$ cat config.mk
export PLATFORM = sky130hd
export DESIGN_NAME = cmd_retry_seq
export DESIGN_NICKNAME = d
export VERILOG_FILES = /design/src/rtl/cmd_seq_pkg.sv /design/src/rtl/seq_classify.sv /design/src/rtl/seq_timer.sv /design/src/rtl/cmd_retry_seq.sv
export SDC_FILE = /design/constraint.sdc
export NUM_CORES = 1
export LEC_CHECK = 0
export ABC_AREA = 0
export BUFFER_PORTS_ARGS = -buffer_cell sky130_fd_sc_hd__buf_2
export CORE_ASPECT_RATIO = 0.6
export CORE_MARGIN = 2
export CORE_UTILIZATION = 55
export DETAILED_ROUTE_END_ITERATION = 10
export HOLD_SLACK_MARGIN = 0.03
export PLACE_DENSITY_LB_ADDON = 0.08
export SYNTH_ARGS = -nofsm -noshare
export SYNTH_HDL_FRONTEND = slang
export SYNTH_SLANG_ARGS = --single-unit
$ cat constraint.sdc
create_clock -name clk_i -period 5.28 [get_ports clk_i]
set_input_delay 0.792 -clock clk_i [delete_from_list [all_inputs] [get_ports clk_i]]
set_output_delay 0.792 -clock clk_i [all_outputs]
set_load 0.01 [all_outputs]
$ cat src/rtl/cmd_seq_pkg.sv
package cmd_seq_pkg;

  typedef enum logic [2:0] {
    ST_IDLE,
    ST_LAUNCH,
    ST_WAIT,
    ST_RESET,
    ST_REPORT
  } seq_state_t;

  typedef enum logic [1:0] {
    ACT_OK,
    ACT_RETRY,
    ACT_RESET,
    ACT_STOP
  } seq_act_t;

  localparam logic [7:0] CODE_GIVEUP = 8'hFF;

  function automatic seq_act_t classify(input logic [7:0] code);
    seq_act_t a;
    unique case (code[7:4])
      4'h0:    a = (code[3:0] == 4'h0) ? ACT_OK : ACT_STOP;
      4'h3:    a = ACT_OK;
      4'h4:    a = ACT_RETRY;
      4'h6:    a = ACT_RESET;
      default: a = ACT_STOP; // program, write-protect, fatal, undefined
    endcase
    return a;
  endfunction

endpackage

$ cat src/rtl/seq_classify.sv
module seq_classify
  import cmd_seq_pkg::*;
(
  input  logic [7:0] code_i,
  output seq_act_t   act_o
);
  assign act_o = classify(code_i);
endmodule

$ cat src/rtl/seq_timer.sv
module seq_timer #(
  parameter int unsigned CNT_W = 8
) (
  input  logic             clk_i,
  input  logic             rst_ni,
  input  logic             load_i,
  input  logic [CNT_W-1:0] load_val_i,
  output logic             zero_o
);
  logic [CNT_W-1:0] cnt_q;

  always_ff @(posedge clk_i or negedge rst_ni) begin
    if (!rst_ni)              cnt_q <= '0;
    else if (load_i)          cnt_q <= load_val_i;
    else if (cnt_q != '0)     cnt_q <= cnt_q - 1'b1;
  end

  assign zero_o = (cnt_q == '0);
endmodule

$ cat src/rtl/cmd_retry_seq.sv
module cmd_retry_seq
  import cmd_seq_pkg::*;
#(
  parameter int unsigned TAG_W      = 8,
  parameter int unsigned MAX_TRIES  = 4,
  parameter int unsigned CMD_CYCLES = 400_000_000, // 4 s at 100 MHz
  parameter int unsigned RST_CYCLES = 100_000_000, // 1 s at 100 MHz
  localparam int unsigned TRY_W     = $clog2(MAX_TRIES + 1),
  localparam int unsigned MAX_CYC   = (CMD_CYCLES > RST_CYCLES) ? CMD_CYCLES : RST_CYCLES,
  localparam int unsigned CNT_W     = $clog2(MAX_CYC) + 1
) (
  input  logic             clk_i,
  input  logic             rst_ni,
  input  logic             start_i,
  input  logic [TAG_W-1:0] start_tag_i,
  output logic             launch_o,
  output logic [TAG_W-1:0] launch_tag_o,
  input  logic             done_i,
  input  logic [7:0]       code_i,
  output logic             ctl_rst_req_o,
  input  logic             ctl_rst_ack_i,
  output logic             busy_o,
  output logic             fin_valid_o,
  output logic [TAG_W-1:0] fin_tag_o,
  output logic [7:0]       fin_code_o,
  output logic [TRY_W-1:0] fin_tries_o
);

  localparam logic [CNT_W-1:0] CMD_LOAD = CNT_W'(CMD_CYCLES - 1);
  localparam logic [CNT_W-1:0] RST_LOAD = CNT_W'(RST_CYCLES - 1);
  localparam logic [TRY_W-1:0] TRY_MAX  = TRY_W'(MAX_TRIES);

  seq_state_t       state_q, state_d;
  logic [TAG_W-1:0] tag_q;
  logic [TRY_W-1:0] tries_q;
  logic [7:0]       code_q, code_d;
  logic             tmr_load, tmr_zero;
  logic [CNT_W-1:0] tmr_val;
  seq_act_t         act;
  logic             tries_left;

  seq_classify u_cls (
    .code_i (code_i),
    .act_o  (act)
  );

  seq_timer #(.CNT_W(CNT_W)) u_tmr (
    .clk_i      (clk_i),
    .rst_ni     (rst_ni),
    .load_i     (tmr_load),
    .load_val_i (tmr_val),
    .zero_o     (tmr_zero)
  );

  assign tries_left = (tries_q < TRY_MAX);

  always_comb begin
    state_d  = state_q;
    code_d   = code_q;
    tmr_load = 1'b0;
    tmr_val  = CMD_LOAD;
    unique case (state_q)
      ST_IDLE: if (start_i) state_d = ST_LAUNCH;
      ST_LAUNCH: begin
        tmr_load = 1'b1;
        state_d  = ST_WAIT;
      end
      ST_WAIT: begin
        if (done_i) begin
          code_d = code_i;
          unique case (act)
            ACT_OK, ACT_STOP: state_d = ST_REPORT;
            ACT_RETRY: begin
              if (tries_left) state_d = ST_LAUNCH;
              else begin state_d = ST_REPORT; code_d = CODE_GIVEUP; end
            end
            ACT_RESET: begin
              if (tries_left) begin
                state_d = ST_RESET; tmr_load = 1'b1; tmr_val = RST_LOAD;
              end else begin
                state_d = ST_REPORT; code_d = CODE_GIVEUP;
              end
            end
            default: state_d = ST_REPORT;
          endcase
        end else if (tmr_zero) begin
          // watchdog expiry takes the reset course
          if (tries_left) begin
            state_d = ST_RESET; tmr_load = 1'b1; tmr_val = RST_LOAD;
          end else begin
            state_d = ST_REPORT; code_d = CODE_GIVEUP;
          end
        end
      end
      ST_RESET: begin
        if (ctl_rst_ack_i) state_d = ST_LAUNCH;
        else if (tmr_zero) begin
          state_d = ST_REPORT; code_d = CODE_GIVEUP;
        end
      end
      ST_REPORT: state_d = ST_IDLE;
      default:   state_d = ST_IDLE;
    endcase
  end

  always_ff @(posedge clk_i or negedge rst_ni) begin
    if (!rst_ni) begin
      state_q <= ST_IDLE;
      tag_q   <= '0;
      tries_q <= '0;
      code_q  <= '0;
    end else begin
      state_q <= state_d;
      code_q  <= code_d;
      if (state_q == ST_IDLE && start_i) begin
        tag_q   <= start_tag_i;
        tries_q <= '0;
        code_q  <= '0;
      end
      if (state_q == ST_LAUNCH) tries_q <= tries_q + 1'b1;
    end
  end

  assign launch_o      = (state_q == ST_LAUNCH);
  assign launch_tag_o  = tag_q;
  assign ctl_rst_req_o = (state_q == ST_RESET);
  assign busy_o        = (state_q != ST_IDLE);
  assign fin_valid_o   = (state_q == ST_REPORT);
  assign fin_tag_o     = tag_q;
  assign fin_code_o    = code_q;
  assign fin_tries_o   = tries_q;

endmodule

# Yosys cells after proc, flatten, opt, wreduce, memory -nomap -nowiden
# Cells that the tools add are included.
[totals]
regBits = 52
in_bits = 21
out_inout_bits = 31
elab_cells = 74
[op_classes]
n_addsub = 2
magnitude_cmp = 1
n_eq_ne = 17
n_mux = 34
n_reduce_logical = 15
[ops]
columns = ["cell", "count"]
rows = [
  ["2-to-1 mux 30 bit", 5],
  ["2-to-1 mux 8 bit", 8],
  ["2-to-1 mux 29 bit", 2],
  ["logical NOT 30 bit", 1],
  ["nonzero test 30 bit", 1],
  ["subtractor 30 x 1 -> 30 bit (second input constant)", 1],
  ["2-to-1 mux 3 bit", 9],
  ["case mux 8 bit (2 select lines)", 1],
  ["case mux 3 bit (4 select lines)", 1],
  ["case mux 3 bit (3 select lines)", 1],
  ["equality test 4 x 3 -> 1 bit (second input constant)", 2],
  ["logical NOT 4 bit", 2],
  ["inequality test 4 bit (second input constant)", 2],
  ["case mux 2 bit (4 select lines)", 1],
  ["equality test 3 x 2 -> 1 bit (second input constant)", 2],
  ["inequality test 3 x 1 -> 1 bit (second input constant)", 2],
  ["nonzero test 3 bit", 2],
  ["AND reduction 5 bit", 1],
  ["equality test 2 bit (second input constant)", 2],
  ["equality test 4 x 2 -> 1 bit (second input constant)", 1],
  ["2-to-1 mux 1 bit", 4],
  ["nonzero test 2 bit", 2],
  ["OR reduction 2 bit", 2],
  ["adder 3 x 1 -> 3 bit (second input constant)", 1],
  ["other kinds (13)", 13],
]

# Depth between registers and ports, before layout
# Gate-level depths: netlist of the first run.
[logic_depth]
word_depth = 9
ltp_mapped = 10
ltp_nobuf = 10

# Cells and area by module
# From an unflattened synthesis of the first run, not the netlist that was laid out.
[hier_totals]
cells_unflattened = 328
hier_area_um2 = 3129.3
[modules_own_cells]
columns = ["module", "instances", "cells_each", "area_each_um2", "seq_area_each_um2"]
rows = [
  ["seq_timer", 1, 200, 1811.7, 750.7],
  ["cmd_retry_seq", 1, 120, 1251.2, 550.5],
  ["seq_classify", 1, 8, 66.3, 0.0],
]

# Worst setup path after synthesis of the first run
# Ideal clock, no wire load.
[synth_timing]
kind = "input-to-reg"
startpoint = "in code_i[1]"
endpoint = "reg u_tmr.cnt_q[24]"
setup_ns = 0.136
arrival_ns = 2.471
required_ns = 5.144
setup_slack_ns = 2.673
cell_stages = 8
n_path_buf = 1
path_cell_list = "nor4_1 > o21ai_0 > a21o_1 > ha_1 > and3_1 > a211oi_1 > buf_2 > o211ai_1"
[synth_between]
elab_chain_len = 8
elab_cells_between_ends = 12
classes_between = "eq/ne (1); mux (9); reduce/logical (2)"
[synth_lines]
columns = ["element", "line_no", "source"]
rows = [
  ["from (decl)", "cmd_retry_seq.sv:19", "input logic [7:0] code_i,"],
  ["logical NOT 4 bit (*)", "cmd_seq_pkg.sv:23", "4'h0: a = (code[3:0] == 4'h0) ? ACT_OK : ACT_STOP;"],
  ["2-to-1 mux 2 bit (*)", "cmd_seq_pkg.sv:23", ""],
  ["case mux 2 bit (4 select lines) (*)", "cmd_seq_pkg.sv:22", "unique case (code[7:4])"],
  ["equality test 2 bit (*)", "cmd_retry_seq.sv:71", "unique case (act)"],
  ["2-to-1 mux 1 bit / 2-to-1 mux 29 bit (equally long branches)", "cmd_retry_seq.sv:71", ""],
  ["2-to-1 mux 1 bit / 2-to-1 mux 30 bit (equally long branches)", "cmd_retry_seq.sv:69", "if (done_i) begin"],
  ["case mux 1 bit (2 select lines) / 2-to-1 mux 30 bit (equally long branches)", "cmd_retry_seq.sv:62", "unique case (state_q)"],
  ["2-to-1 mux 30 bit / nonzero test 2 bit (equally long branches)", "--", ""],
  ["to (signal assigned)", "seq_timer.sv:14", "else if (load_i) cnt_q <= load_val_i;"],
  ["to (signal assigned)", "seq_timer.sv:15", "else if (cnt_q != '0) cnt_q <= cnt_q - 1'b1;"],
  ["to (decl)", "seq_timer.sv:10", "logic [CNT_W-1:0] cnt_q;"],
]
# Every way passes the cells marked *; elsewhere a longest branch is shown, timed or not.
# A chain may end at the register's enable or synchronous reset.

# Final worst setup path of the first run
[layout_timing]
startpoint = "reg u_tmr.cnt_q[0]"
endpoint = "reg u_tmr.cnt_q[1]"
[layout_between]
elab_chain_len = 5
elab_cells_between_ends = 12
classes_between = "add/sub (1); mux (8); reduce/logical (3)"
[layout_lines]
columns = ["element"]
rows = [
  ["parallel branches: the longest is 5 deep, another holds subtractor 30 x 1 -> 30 bit"],
]
# Parallel ways; which one is timed is not known. The select of a mux whose other input is x is not followed.

==> out/metrics.cfg, run 1 <==
[outcome]
status = complete, no violations

[synthesis]
netlist_top_cells_area = dfrtp_1, o21ai_0, nor2_1
synth-seq-cells = 52
synth_top_area_cell = dfrtp_1
synth_area_um2 = 2940
synthDistinctLibCells = 46
synth_cells = 314
ys_seq_area_share_pct = 44.2
synth_nets = 340
synth_top_area_share_pct = 44.2
synthTopCellsByCount = dfrtp_1, o21ai_0, nor2_1
synth_async_sr_flop_share_pct = 100
avgSynthCellArea_um2 = 9.37
synth_edf_count = 0
synth-main-ff-cell = dfrtp_1
synth_most_common_cell = dfrtp_1
synth_warnings = 0

[global_routing]
grt_pass1_wl_um = 10900
track_usage_pct = 23.5
gr-total-overflow = 0
grt_pass1_vias = 2146
grt_max_degree = 53
antenna_found_initial = 0

[power]
peakVddDrop_mv = 0.259
swShare_pct = 38.5
power.density_nw_per_um2 = 441
cellLeakagePower_nw = 1.44
p_clk_share_pct = 18.8
p_comb_share_pct = 38.2
p_int_mw = 0.892
pwr-share-seq_pct = 42.9
p_switching_mw = 0.559

[final_layout]
diodes = 0
multi_input_area_um2 = 1470
final_cells = 420
final_nets = 379
n_fill_cell = 435
layout-drive-gt1-share_pct = 20.1
seq_area_um2 = 1300
final_core_util_pct = 64.4
syn2layout_area_growth_pct = 11.8
final_area_um2 = 3290

[clocking]
post_cts.repair.setup_buffers = 0
cts_tree = done
cts_made_buffers = 5
clk_pin_slew_ns = 0.10
clock-sinks = 52
htree_num_levels = 2
insertion_delay_ns = 0.31
cts_resized = 0
clk_path_buf_depth = 2
postCtsHoldBufs = 0
root_buffer = clkbuf_8

[flow_run]
max-cap-violations = 0

[setup_path]
start_kind = register
max_stage_delay_ns = 0.99
slowest_stage = nor3_1
cp.arrival_ns = 3.41
endpoint_kind = register
worst-path-buf-inv = 1
cp_cell_sequence = inv_1 -> ha_1 -> nor3b_1 -> nand4_1 -> nor3_1 -> a211oi_2 -> o211ai_1
required_ns = 5.51
crit_type = reg -> reg
crit_family = simple AND/OR/NAND/NOR gates
cp_max_fo = 15

[timing]
fin_skew_ns = 0.0146
tns_ns = 0
report.final.slew_viol_count = 0
period_minus_slack_ns = 3.18
setup_violations = 0
worst_pin_slew_ns = 1.06
setup_slack_ns = 2.10
period_share_pct = 60.1
rsz0062_at_grt = no
fmax_mhz = 315
slew_headroom_pct = 29.0
hold_viol_final = 0

[place]
place_hpwl_um = 4870
gp_congestion = 0.781
placed_area_um2 = 3180
io_buffers = 51
placed_cells = 412
place_ws_ns = 1.96

[detailed_routing]
dr_total_vias = 2453
drt-total-wl_um = 6650
wl_per_cell_um = 15.8
via_per_inst = 5.84
drtIter0Drc = 141
firstDrtPassIters = 4
drc = 0
ant_nets = 0

[floorplan]
core_area_um2 = 5100
die_x_um = 98.4
initial_core_util_pct = 57.6
num_rows = 20
die_h_um = 60.7
ios = 52
dieArea_um2 = 5970

[min_path]
hp-class = reg -> reg

==> through the flow <==
stage	power (mW)	hold WS, ns
after detailed placement	1.19	0.512
after global placement	1.17	0.499
after CTS	1.46	0.526
after global routing	1.56	0.553
after floorplan	1.02	0.496
final	1.45	0.521
==> sequential cells by signal (all words and copies together), names as in the netlist <==
name / cells
fin_tries_o: 3
fin_code_o: 8
fin_tag_o: 8
u_tmr.cnt_q: 30
state_q: 3
==> routing by layer <==
| layer | vias to the layer above | share of wire (%) | global-route usage, % |
|---|---|---|---|
| li1 | 1199 | - | - |
| met3 | 6 | 6.8 | 4.95 |
| met1 | 1169 | 53 | 38.6 |
| met2 | 79 | 39 | 31.8 |
| met4 | 0 | 0.83 | 4.70 |
| met5 | - | 0 | 0 |
==> layout make-up <==
| type | count | share of cell area [%] |
|---|---|---|
| inverter | 16 | 1.83 |
| clock buffer | 6 | 2.21 |
| timing repair buffer | 53 | 8.22 |
| tap | 66 | 2.51 |
| sequential | 52 | 39.6 |
| multi-input combinational | 225 | 44.6 |
| clock inverter | 2 | 1.07 |
==> power groups by stage <==
stage,Clock (mW),Combinational (mW),Sequential [mW]
floorplan,0,0.396,0.626
CTS,0.277,0.561,0.621
finish,0.273,0.555,0.623
global placement,0,0.545,0.620
detailed placement,0,0.560,0.628
global route,0.295,0.621,0.642
==> logic make-up after synthesis <==
kind of cell	Yosys count	synth area share (%)
fa+ha+maj	5	2.13
simple gates	115	21.1
xor+xnor	18	5.36
compound gates	71	15.3
mux	16	5.78
buf+inv	37	6.08
flops	52	44.2
==> layout by cell type, fill, tap and decap left out, drive strengths merged, types with 5 or more instances in the layout <==
| cell type | Yosys | layout |
|---|---|---|
| ha | 5 | 5 |
| nor3 | 15 | 15 |
| nor2 | 26 | 26 |
| mux2 | 8 | 8 |
| or3 | 6 | 6 |
| o21ai | 27 | 27 |
| inv | 15 | 15 |
| nand2 | 17 | 17 |
| and3 | 12 | 12 |
| xnor2 | 9 | 9 |
| o311ai | 7 | 7 |
| nor4 | 6 | 6 |
| nand3 | 10 | 10 |
| buf | 11 | 53 |
| xor2 | 9 | 9 |
| o31ai | 6 | 6 |
| mux2i | 8 | 8 |
| clkbuf | 10 | 6 |
| a21oi | 14 | 14 |
| dfrtp | 52 | 52 |
==> worst reg2reg max path, delay by kind of cell, from the launching register on <==
family | cells | cell delay, ns
flip-flops | 1 | 0.44
buffers and inverters | 1 | 0.13
AO/OA/AOI/OAI | 2 | 0.69
AND/OR/NAND/NOR | 3 | 1.66
adder cells (fa/ha/maj) | 1 | 0.18
==> worst paths after layout <==
kind                                start              end  slack (ns)  cells past startpoint
min in group asynchronous          rst_ni   u_tmr.cnt_q[9]        0.59                      2
min reg2reg                 fin_code_o[0]    fin_code_o[0]        0.52                      2
max reg2reg                u_tmr.cnt_q[0]   u_tmr.cnt_q[1]        2.10                      7
max                        u_tmr.cnt_q[0]   u_tmr.cnt_q[1]        2.10                      7
min                         fin_code_o[0]    fin_code_o[0]        0.52                      2
max in group asynchronous          rst_ni  u_tmr.cnt_q[28]        4.23                      2
Note: power is estimated with default switching activity, not from simulation.
==> run 2: changes to the inputs <==
==> constraint.sdc (replaced) <==
create_clock -name clk_i -period 3.3 [get_ports clk_i]
set_input_delay 0.495 -clock clk_i [delete_from_list [all_inputs] [get_ports clk_i]]
set_output_delay 0.495 -clock clk_i [all_outputs]
set_load 0.01 [all_outputs]
==> out/metrics.cfg, run 2 (synthesized netlist as in run 1, its figures left out) <==
[clocking]
cts_resized = 0  ; unchanged
root_buffer = clkbuf_8  ; unchanged
htree_num_levels = 2  ; unchanged
insertion_delay_ns = 0.30  ; was 0.31 ns
post_cts.repair.setup_buffers = 0  ; unchanged
clk_path_buf_depth = 2  ; unchanged
cts_tree = done  ; unchanged
cts_made_buffers = 5  ; unchanged
clk_pin_slew_ns = 0.10  ; about the same
clock-sinks = 52  ; unchanged
postCtsHoldBufs = 0  ; unchanged

[timing]
rsz0062_at_grt = no  ; unchanged
report.final.slew_viol_count = 0  ; unchanged
worst_pin_slew_ns = 0.873  ; was 1.06 ns
fmax_mhz = 386  ; was 315 MHz
whs_ns = 0.252  ; was 0.521 ns
slew_headroom_pct = 41.3  ; was 29.0%
tns_ns = 0  ; unchanged
setup_slack_ns = 0.708  ; was 2.10 ns
setup_violations = 0  ; unchanged
fin_skew_ns = 0.00635  ; was 0.0146 ns
period_minus_slack_ns = 2.59  ; was 3.18 ns
hold_viol_final = 0  ; unchanged
period_share_pct = 78.5  ; was 60.1%

[place]
placed_cells = 418  ; was 412
place_ws_ns = 0.731  ; was 1.96 ns
place_hpwl_um = 4940  ; was 4870 um
io_buffers = 51  ; unchanged
gp_congestion = 0.852  ; was 0.781
placed_area_um2 = 3220  ; was 3180 um^2

[floorplan]
die_x_um = 98.4  ; unchanged
core_area_um2 = 5100  ; unchanged
num_rows = 20  ; unchanged
ios = 52  ; unchanged
die_h_um = 60.7  ; unchanged
initial_core_util_pct = 57.6  ; unchanged
dieArea_um2 = 5970  ; unchanged

[global_routing]
grt_pass1_wl_um = 11500  ; was 10900 um
grt_pass1_vias = 2301  ; was 2146
antenna_found_initial = 0  ; unchanged
track_usage_pct = 24.7  ; was 23.5%
grt_max_degree = 34  ; was 53
gr-total-overflow = 0  ; unchanged

[setup_path]
crit_type = reg -> reg  ; unchanged
r2r-end = fin_code_o[5]  ; was u_tmr.cnt_q[1]
cp_max_fo = 11  ; was 15
slowest_stage = a2111o_1  ; was nor3_1
endpoint_kind = register  ; unchanged
worst-path-buf-inv = 1  ; unchanged
cp.arrival_ns = 2.76  ; was 3.41 ns
start_kind = register  ; unchanged
r2r_start = u_tmr.cnt_q[0]  ; unchanged
worst-r2r-setup-slack_ns = 0.71  ; was 2.10 ns
reg2reg_depth = 7  ; unchanged
max_stage_delay_ns = 0.62  ; was 0.99 ns
cp_cell_sequence = inv_1 -> ha_1 -> nor3b_1 -> nand4_1 -> or3_1 -> a2111o_1 -> mux2i_1  ; was inv_1 -> ha_1 -> nor3b_1 -> nand4_1 -> nor3_1 -> a211oi_2 -> o211ai_1
required_ns = 3.47  ; was 5.51 ns
crit_family = simple AND/OR/NAND/NOR gates  ; unchanged

[detailed_routing]
drt-total-wl_um = 6880  ; was 6650 um
drc = 0  ; unchanged
wirelength_met1_um = 3470  ; was 3530 um
ant_nets = 0  ; unchanged
wl_per_cell_um = 16.2  ; was 15.8 um
drtIter0Drc = 170  ; was 141
via_per_inst = 6.00  ; was 5.84
top_layer = met4  ; unchanged
firstDrtPassIters = 5  ; was 4
dr_total_vias = 2550  ; was 2453
wl_met2_um = 2810  ; was 2620 um
routed-wl-met3_um = 540  ; was 453 um

[final_layout]
final_nets = 385  ; was 379
diodes = 0  ; unchanged
n_fill_cell = 438  ; was 435
final_core_util_pct = 65.6  ; was 64.4%
top_register = u_tmr.cnt_q  ; unchanged
final_cells = 425  ; was 420
final_common_cell = dfrtp_1  ; unchanged
largest_reg_flops = 30  ; unchanged
layout-drive-gt1-share_pct = 21.2  ; was 20.1%
syn2layout_area_growth_pct = 13.9  ; was 11.8%
final_area_um2 = 3350  ; was 3290 um^2
most-common-layout-cells = dfrtp_1, buf_2, o21ai_0  ; unchanged

[power]
power.density_nw_per_um2 = 718  ; was 441 nW/um^2
total_power_mw = 2.40  ; was 1.45 mW
peakVddDrop_mv = 0.438  ; was 0.259 mV
cellLeakagePower_nw = 1.47  ; was 1.44 nW

[outcome]
status = complete, no violations  ; unchanged

[flow_run]
max-cap-violations = 0  ; unchanged

[min_path]
hp-class = in -> async  ; was reg -> reg

==> run 2: power breakdown <==
| group | switching [mW] | leakage (nW) | internal (mW) |
|---|---|---|---|
| Sequential | 0.184 | 0.572 | 0.811 |
| Combinational | 0.499 | 0.836 | 0.399 |
| Clock | 0.212 | 0.0642 | 0.299 |
| Total | 0.895 | 1.47 | 1.51 |
==> run 2: worst register-to-register path, delay by kind of cell, from the launching register on <==
| family | cells | cell delay (ns) |
|---|---|---|
| AND/OR/NAND/NOR | 3 | 0.93 |
| flip-flops | 1 | 0.42 |
| buffers and inverters | 1 | 0.13 |
| multiplexers | 1 | 0.20 |
| AO/OA/AOI/OAI | 1 | 0.62 |
| adder cells (fa/ha/maj) | 1 | 0.16 |
==> run 2: worst max-delay path by stage <==
stage,from,to,depth (start not counted)
floorplan,code_i[1],u_tmr.cnt_q[24],8
global placement,u_tmr.cnt_q[0],fin_code_o[1],7
detailed placement,u_tmr.cnt_q[0],fin_code_o[5],7
CTS,u_tmr.cnt_q[7],fin_code_o[5],5
global route,u_tmr.cnt_q[7],fin_code_o[5],5
finish,u_tmr.cnt_q[0],fin_code_o[5],7
==> run 2: area by class of cell <==
| cell class | count | area, um^2 | share of cell area (%) |
|---|---|---|---|
| Multi-Input combinational cell | 225 | 1460 | 43.7 |
| Sequential cell | 52 | 1300 | 38.8 |
| Timing Repair Buffer | 59 | 315 | 9.41 |
| Tap cell | 66 | 82.6 | 2.46 |
| Clock buffer | 5 | 68.8 | 2.05 |
| Clock inverter | 2 | 60.1 | 1.79 |
| Inverter | 16 | 60.1 | 1.79 |
==> run 2: per-layer routing <==
layer  global-route usage (%)  vias up
li1                         -     1220
met1                     39.7     1228
met2                     34.3       94
met3                     4.72        8
met4                     5.87        0
met5                        0        -
